### src/rtl/dma_pkg.sv
package dma_pkg;

   typedef enum logic [1:0] {
      HOLD_SINGLE = 2'd0,
      HOLD_STEP   = 2'd1,
      HOLD_BLOCK  = 2'd2,
      HOLD_RSVD   = 2'd3
   } hold_e;

   typedef enum logic [1:0] {
      STEP_INC  = 2'd0,
      STEP_DEC  = 2'd1,
      STEP_FIX  = 2'd2,
      STEP_RSVD = 2'd3
   } step_e;

   // control word, MSB first
   typedef struct packed {
      step_e dst_step;
      step_e src_step;
      hold_e hold;
      logic  to_mem;
      logic  flyby;
      logic  en;
   } ctrl_t;

   localparam int CTRL_W = $bits(ctrl_t);

   localparam logic [1:0] SEL_SRC  = 2'd0;
   localparam logic [1:0] SEL_DST  = 2'd1;
   localparam logic [1:0] SEL_CNT  = 2'd2;
   localparam logic [1:0] SEL_CTRL = 2'd3;

   typedef enum logic [2:0] {
      ST_IDLE    = 3'd0,
      ST_ARB     = 3'd1,
      ST_RD      = 3'd2,
      ST_WR      = 3'd3,
      ST_FLY     = 3'd4,
      ST_HOLDOFF = 3'd5
   } state_e;

endpackage

### src/rtl/dma_addr_step.sv
module dma_addr_step #(
   parameter int AW         = 32,
   parameter int STEP_BYTES = 4
) (
   input  logic [AW-1:0]      cur,
   input  dma_pkg::step_e     mode,
   output logic [AW-1:0]      nxt
);
   import dma_pkg::*;

   localparam logic [AW-1:0] DELTA = AW'(STEP_BYTES);

   always_comb begin
      unique case (mode)
         STEP_INC: nxt = cur + DELTA;
         STEP_DEC: nxt = cur - DELTA;
         default:  nxt = cur;
      endcase
   end

endmodule

### src/rtl/dma_regs.sv
module dma_regs #(
   parameter int AW = 32,
   parameter int DW = 32,
   parameter int CW = 16
) (
   input  logic              clk,
   input  logic              rst_n,
   input  logic              cfg_we,
   input  logic [1:0]        cfg_sel,
   input  logic [AW-1:0]     cfg_wdata,
   input  logic              adv_src,
   input  logic              adv_dst,
   input  logic              dec_cnt,
   input  logic              clr_en,
   output logic [AW-1:0]     src_addr,
   output logic [AW-1:0]     dst_addr,
   output dma_pkg::ctrl_t    ctrl,
   output logic              cnt_last,
   output logic              cnt_zero
);
   import dma_pkg::*;

   localparam int STEP_BYTES = DW / 8;
   localparam int NADDR      = 2;

   logic [AW-1:0] addr_q [NADDR];
   logic [CW-1:0] cnt_q;
   ctrl_t         ctrl_q;

   logic [NADDR-1:0] adv;
   step_e            smode [NADDR];
   logic [1:0]       asel  [NADDR];

   assign adv[0]   = adv_src;
   assign adv[1]   = adv_dst;
   assign smode[0] = ctrl_q.src_step;
   assign smode[1] = ctrl_q.dst_step;
   assign asel[0]  = SEL_SRC;
   assign asel[1]  = SEL_DST;

   for (genvar i = 0; i < NADDR; i++) begin : g_addr
      logic [AW-1:0] nxt;

      dma_addr_step #(.AW(AW), .STEP_BYTES(STEP_BYTES)) u_step (
         .cur  (addr_q[i]),
         .mode (smode[i]),
         .nxt  (nxt)
      );

      always_ff @(posedge clk or negedge rst_n) begin
         if (!rst_n)                           addr_q[i] <= '0;
         else if (adv[i])                      addr_q[i] <= nxt;
         else if (cfg_we && cfg_sel == asel[i]) addr_q[i] <= cfg_wdata;
      end
   end

   always_ff @(posedge clk or negedge rst_n) begin
      if (!rst_n)                            cnt_q <= '0;
      else if (dec_cnt)                      cnt_q <= cnt_q - 1'b1;
      else if (cfg_we && cfg_sel == SEL_CNT) cnt_q <= cfg_wdata[CW-1:0];
   end

   always_ff @(posedge clk or negedge rst_n) begin
      if (!rst_n)                             ctrl_q <= ctrl_t'('0);
      else if (clr_en)                        ctrl_q.en <= 1'b0;
      else if (cfg_we && cfg_sel == SEL_CTRL) ctrl_q <= ctrl_t'(cfg_wdata[CTRL_W-1:0]);
   end

   assign src_addr = addr_q[0];
   assign dst_addr = addr_q[1];
   assign ctrl     = ctrl_q;
   assign cnt_last = (cnt_q == CW'(1));
   assign cnt_zero = (cnt_q == '0);

endmodule

### src/rtl/dma_fsm.sv
module dma_fsm #(
   parameter int AW = 32,
   parameter int DW = 32
) (
   input  logic              clk,
   input  logic              rst_n,
   input  logic              en,
   input  logic              flyby,
   input  logic              to_mem,
   input  dma_pkg::hold_e    hold,
   input  logic              cnt_last,
   input  logic              cnt_zero,
   input  logic [AW-1:0]     src_addr,
   input  logic [AW-1:0]     dst_addr,
   input  logic              dev_req,
   input  logic              bus_gnt,
   input  logic              mem_ack,
   input  logic [DW-1:0]     mem_rdata,
   output logic              dev_ack,
   output logic              bus_req,
   output logic              mem_req,
   output logic              mem_we,
   output logic [AW-1:0]     mem_addr,
   output logic [DW-1:0]     mem_wdata,
   output logic              term_cnt,
   output logic              adv_src,
   output logic              adv_dst,
   output logic              dec_cnt,
   output logic              clr_en
);
   import dma_pkg::*;

   state_e        st, st_nxt;
   logic [DW-1:0] hold_q;
   logic          tc_q;
   logic          unit_done;
   state_e        xfer_st;

   assign xfer_st   = flyby ? ST_FLY : ST_RD;
   assign unit_done = mem_ack && (st == ST_WR || st == ST_FLY);

   always_comb begin
      st_nxt = st;
      unique case (st)
         ST_IDLE:    if (en && !cnt_zero && dev_req) st_nxt = ST_ARB;
         ST_ARB:     if (bus_gnt) st_nxt = xfer_st;
         ST_RD:      if (mem_ack) st_nxt = ST_WR;
         ST_WR, ST_FLY: begin
            if (mem_ack) begin
               if (cnt_last) st_nxt = ST_IDLE;
               else begin
                  unique case (hold)
                     HOLD_BLOCK: st_nxt = xfer_st;
                     HOLD_STEP:  st_nxt = ST_IDLE;
                     default:    st_nxt = ST_HOLDOFF;
                  endcase
               end
            end
         end
         ST_HOLDOFF: if (!dev_req) st_nxt = ST_IDLE;
         default:    st_nxt = ST_IDLE;
      endcase
   end

   always_ff @(posedge clk or negedge rst_n) begin
      if (!rst_n) begin
         st     <= ST_IDLE;
         hold_q <= '0;
         tc_q   <= 1'b0;
      end else begin
         st   <= st_nxt;
         tc_q <= unit_done && cnt_last;
         if (st == ST_RD && mem_ack) hold_q <= mem_rdata;
      end
   end

   always_comb begin
      mem_addr = src_addr;
      mem_we   = 1'b0;
      unique case (st)
         ST_WR:  begin mem_addr = dst_addr; mem_we = 1'b1; end
         ST_FLY: begin mem_addr = to_mem ? dst_addr : src_addr; mem_we = to_mem; end
         default: ;
      endcase
   end

   assign mem_req   = (st == ST_RD) || (st == ST_WR) || (st == ST_FLY);
   assign bus_req   = mem_req || (st == ST_ARB);
   assign dev_ack   = (st == ST_FLY);
   assign mem_wdata = hold_q;
   assign term_cnt  = tc_q;
   assign adv_src   = unit_done && (!flyby || !to_mem);
   assign adv_dst   = unit_done && (!flyby || to_mem);
   assign dec_cnt   = unit_done;
   assign clr_en    = unit_done && cnt_last;

endmodule

### src/rtl/dma_chan.sv
module dma_chan #(
   parameter int AW = 32,
   parameter int DW = 32,
   parameter int CW = 16
) (
   input  logic          clk,
   input  logic          rst_n,
   input  logic          cfg_we,
   input  logic [1:0]    cfg_sel,
   input  logic [AW-1:0] cfg_wdata,
   input  logic          dev_req,
   output logic          dev_ack,
   output logic          bus_req,
   input  logic          bus_gnt,
   output logic          mem_req,
   output logic          mem_we,
   output logic [AW-1:0] mem_addr,
   output logic [DW-1:0] mem_wdata,
   input  logic [DW-1:0] mem_rdata,
   input  logic          mem_ack,
   output logic          term_cnt
);
   import dma_pkg::*;

   if (DW % 8 != 0 || DW < 8) begin : g_bad_dw
      $error("dma_chan: DW must be a positive multiple of 8");
   end
   if (CW < 1 || CW > AW) begin : g_bad_cw
      $error("dma_chan: CW must lie in 1..AW");
   end
   if (CTRL_W > AW) begin : g_bad_aw
      $error("dma_chan: AW too narrow for the control word");
   end

   logic [AW-1:0] src_addr, dst_addr;
   ctrl_t         ctrl_q;
   logic          cnt_last, cnt_zero;
   logic          adv_src, adv_dst, dec_cnt, clr_en;

   dma_regs #(.AW(AW), .DW(DW), .CW(CW)) u_regs (
      .clk       (clk),
      .rst_n     (rst_n),
      .cfg_we    (cfg_we),
      .cfg_sel   (cfg_sel),
      .cfg_wdata (cfg_wdata),
      .adv_src   (adv_src),
      .adv_dst   (adv_dst),
      .dec_cnt   (dec_cnt),
      .clr_en    (clr_en),
      .src_addr  (src_addr),
      .dst_addr  (dst_addr),
      .ctrl      (ctrl_q),
      .cnt_last  (cnt_last),
      .cnt_zero  (cnt_zero)
   );

   dma_fsm #(.AW(AW), .DW(DW)) u_fsm (
      .clk       (clk),
      .rst_n     (rst_n),
      .en        (ctrl_q.en),
      .flyby     (ctrl_q.flyby),
      .to_mem    (ctrl_q.to_mem),
      .hold      (ctrl_q.hold),
      .cnt_last  (cnt_last),
      .cnt_zero  (cnt_zero),
      .src_addr  (src_addr),
      .dst_addr  (dst_addr),
      .dev_req   (dev_req),
      .bus_gnt   (bus_gnt),
      .mem_ack   (mem_ack),
      .mem_rdata (mem_rdata),
      .dev_ack   (dev_ack),
      .bus_req   (bus_req),
      .mem_req   (mem_req),
      .mem_we    (mem_we),
      .mem_addr  (mem_addr),
      .mem_wdata (mem_wdata),
      .term_cnt  (term_cnt),
      .adv_src   (adv_src),
      .adv_dst   (adv_dst),
      .dec_cnt   (dec_cnt),
      .clr_en    (clr_en)
   );

endmodule

### config.mk
export PLATFORM = sky130hd
export DESIGN_NAME = dma_chan
export DESIGN_NICKNAME = d
export VERILOG_FILES = /design/src/rtl/dma_pkg.sv /design/src/rtl/dma_addr_step.sv /design/src/rtl/dma_regs.sv /design/src/rtl/dma_fsm.sv /design/src/rtl/dma_chan.sv
export SDC_FILE = /design/constraint.sdc
export NUM_CORES = 1
export LEC_CHECK = 0
export BUFFER_PORTS_ARGS = -buffer_cell sky130_fd_sc_hd__buf_2
export CAP_MARGIN = 20
export CORE_MARGIN = 2
export CORE_UTILIZATION = 53
export DETAILED_ROUTE_END_ITERATION = 6
export PLACE_DENSITY = 0.85
export SETUP_SLACK_MARGIN = 0.3
export SLEW_MARGIN = 30
export SYNTH_ARGS = -nofsm -noshare
export SYNTH_HDL_FRONTEND = slang
export SYNTH_SLANG_ARGS = --single-unit
export TNS_END_PERCENT = 100
### constraint.sdc
create_clock -name clk -period 3.45 [get_ports clk]
set_input_delay 0.345 -clock clk [delete_from_list [all_inputs] [get_ports clk]]
set_output_delay 0.345 -clock clk [all_outputs]
set_load 0.1 [all_outputs]
==> results by group <==
Place
  • Input/output buffers: 140
  • Placed Area: 10000 µm²
  • Dpl hpwl: 22500 µm
  • Final Wtd Congestion: 0.984

Timing
  • Slew HR: 0.295
  • Slew @ Worst Pin: approximately 1.1 ns
  • Minimum clock period: 3.03 ns
  • Count of final hold-check violations: 0
  • Worst Skew: 0.0122 ns
  • Final worst-path cycle share: 0.878
  • Max Clock Freq: 0.330 GHz
  • RSZ-0062 raised after global routing: no
  • Final Slew Violations: 0
  • Final-report setup violation count: 0
  • Setup_tns: 0 ns

Power and ir drop
  • Pleak: 4.38 nW
  • Switching power: 7.04 mW
  • Comb pwr share: 0.571
  • Reg power frac: 0.274
  • PD cells: about 1100 nW/µm²
  • Cell internal pwr: 4.70 mW
  • Switching share of power: 0.599
  • Peak supply drop: 1.25 mV
  • Clock power share: 0.155

Synth
  • Yosys reg bits: 125
  • Largest area contributor in the netlist: dfrtp_1
  • Mux cell area share after synthesis: 0.0961
  • Yosys warns: 0
  • Post-Synth XOR/XNOR Area: 0.0115
  • Post-Synth Adder-Cell Area: 0.00958
  • Combinational family with the most area after synthesis: simple AND/OR/NAND/NOR gates
  • Seq/Total Area, Yosys: 0.342
  • Async set or reset register ratio after synthesis: 1.00
  • Synth cell types: 81
  • Simple-gate share of the synthesized area: 0.270
  • Synthesized area per cell: approximately 7.9 µm²
  • Top cells by area, synth: dfrtp_1, mux2_2, nand2_1
  • Post-synth EDFFs: 0
  • Synth Area in Compound Gates: 0.220
  • Post-synth top flop: dfrtp_1
  • Post-synth net total: 1232
  • Top cell type's share of synthesized area: 0.342
  • Top cells by count, synth: nand2_1, dfrtp_1, nor2_1
  • Mapped Area: between 9000 and 10000 µm²
  • Mapped Cells: 1153
  • Most frequent cell after synthesis: nand2_1

Global routing
  • Initial antenna violation count: 0
  • Largest net degree at the start of global routing: 71
  • Vias in the first global route: 9316
  • Gr usage total: 0.344
  • First-pass GRT wire length: 49400 µm
  • Remaining global-route overflow: 0

Worst setup path
  • Crit path max fanout: 23
  • Crit path buffers/inverters: 2
  • Worst Path Arrival: 2.68 ns
  • Worst setup path startpoint: u_fsm.st[2]
  • Worst Setup Path Type: flop to primary output
  • CP top delay family: buffers and inverters
  • Worst flop-to-flop path endpoint: u_regs.dst_addr[18]
  • Reg2reg path depth: 11
  • Worst path depth: 5
  • Critical Path Start Type: flop
  • Reg2Reg Setup Slack: 0.53 ns
  • Reg-to-Reg Start: u_regs.ctrl[7]
  • Crit-path max cell delay: 0.56 ns
  • Critical path cell sequence: and3b_1 -> a21oi_4 -> buf_8 -> mux2_2 -> buf_2
  • Worst path required time: around 3.1 ns
  • Critical Path End Type: primary output
  • Worst path slowest cell: dfrtp_1
  • Worst setup path end: mem_addr[9]

Die
  • Die Footprint: around 18000 µm²
  • Boundary Pins: 141
  • Cell Rows: between 40 and 50
  • Die Width: 135 µm
  • Die Y: ~140 µm
  • Core area: 17100 µm²
  • Initial core utilization: 0.536

Drt
  • Wire per inst: between 20 and 25 µm
  • DRC: 0
  • Vias: 10062
  • Initial drt markers: 1230
  • Number of routed nets with antenna violations: 0
  • Routed wire length: 31300 µm
  • Pre-antenna DRT Iters: 6
  • Via density: 6.75

Run
  • Max cap viols: 0

Run status
  • Status: finished, final reports clean

Layout
  • Layout cells sized above 1: 0.232
  • Antenna cells: 0
  • Nets: 1331
  • Post-route cell area: 10600 µm²
  • Area grow syn2layout: 16.5%

Clocking
  • Root Driver: clkbuf_16
  • Post-CTS Setup Bufs: 0
  • CTS tree: done
  • Cts bufs inserted: 17
  • Worst-skew pair later-pin latency: 0.43 ns
  • Htree depth: 4
  • CTS sink cnt: 125
  • Clock tree buffer depth: 2
  • Clock transition at path regs: 0.06 ns

Worst hold path
  • HP Class: input pin to flop
## flip-flops by register name (all words and copies together) (netlist names)
register	flops
u_regs.dst_addr	32
u_fsm.term_cnt	1
u_regs.ctrl	9
u_regs.cnt_q	16
u_fsm.mem_wdata	32
u_fsm.st	3
u_regs.src_addr	32
## metrics by stage
stage | hold WS (ns) | utilization | instances | worst slack (ns) | total power, mW
final | 0.150 | 0.624 | 1490 | 0.422 | 11.7
after CTS | 0.0897 | 0.623 | 1489 | 0.445 | 11.6
after floorplan | 0.0494 | - | 1153 | 0.0731 | 8.33
after detailed placement | 0.466 | 0.588 | 1457 | 0.481 | 9.76
after global placement | 0.454 | 0.588 | 1456 | 0.625 | 9.65
after global routing | 0.138 | 0.624 | 1490 | 0.307 | 12.2
## repair_timing
item	4_1_cts	5_1_grt
gates resized for setup	0	2
endpoints found under the hold margin	0	26
hold buffers	0	1
endpoints found under the setup margin	0	3
## power by group through the flow
stage	registers (mW)	clock network [mW]	logic, mW
after floorplan	3.69	0	4.63
after global placement	3.13	0	6.51
after detailed placement	3.16	0	6.60
after CTS	3.15	1.83	6.64
after global routing	3.29	1.89	7.04
final	3.22	1.82	6.71
## how the worst min path moves through the flow
stage                                   from                  end  slack (ns)  cells past startpoint
after floorplan                        rst_n   u_fsm.mem_wdata[0]        0.05                      0
after global placement    u_regs.src_addr[0]   u_regs.src_addr[0]        0.45                      2
after detailed placement  u_regs.src_addr[0]   u_regs.src_addr[0]        0.47                      2
after CTS                              rst_n  u_regs.src_addr[22]        0.09                      1
after global routing           mem_rdata[22]  u_fsm.mem_wdata[22]        0.14                      2
final                          mem_rdata[24]  u_fsm.mem_wdata[24]        0.15                      2
## final cells by class
type                       instances  area [µm²]
clock inverter                    15         163
inverter                          28         105
clock buffer                      17         425
fill                            1449        6410
sequential                       125        3130
multi-input combinational        910        5600
timing repair buffer             170         942
tap                              225         282
## kinds of logic after synthesis
family,count (synthesis)
AOI/OAI and AO/OA,304
adders and majority gates,7
and+or+nand+nor,507
DFF,125
buffers and inverters,118
muxes,80
xor gates and xnor gates,12
## metal layers
layer  GRT usage  vias up  routed length (µm)
li1            -     4480                   -
met2       0.527      826               13800
met4       0.156        0                1570
met3      0.0782      137                4010
met1       0.468     4619               12000
met5           0        -                   0
## layout by cell type, fill, tap and decap left out, types with 15 or more instances in the layout
cell	n
a21oi_1	81
a31oi_1	16
buf_2	139
buf_4	28
clkbuf_16	17
dfrtp_1	125
inv_1	27
mux2_2	61
mux2i_1	18
nand2_1	153
nand3_1	60
nand4_1	15
nor2_1	105
nor3_1	49
nor4_1	20
o21ai_0	33
o21ai_1	30
o22ai_1	24
or3_1	16
or4_1	16
Note: power is estimated with default switching activity, not from simulation.
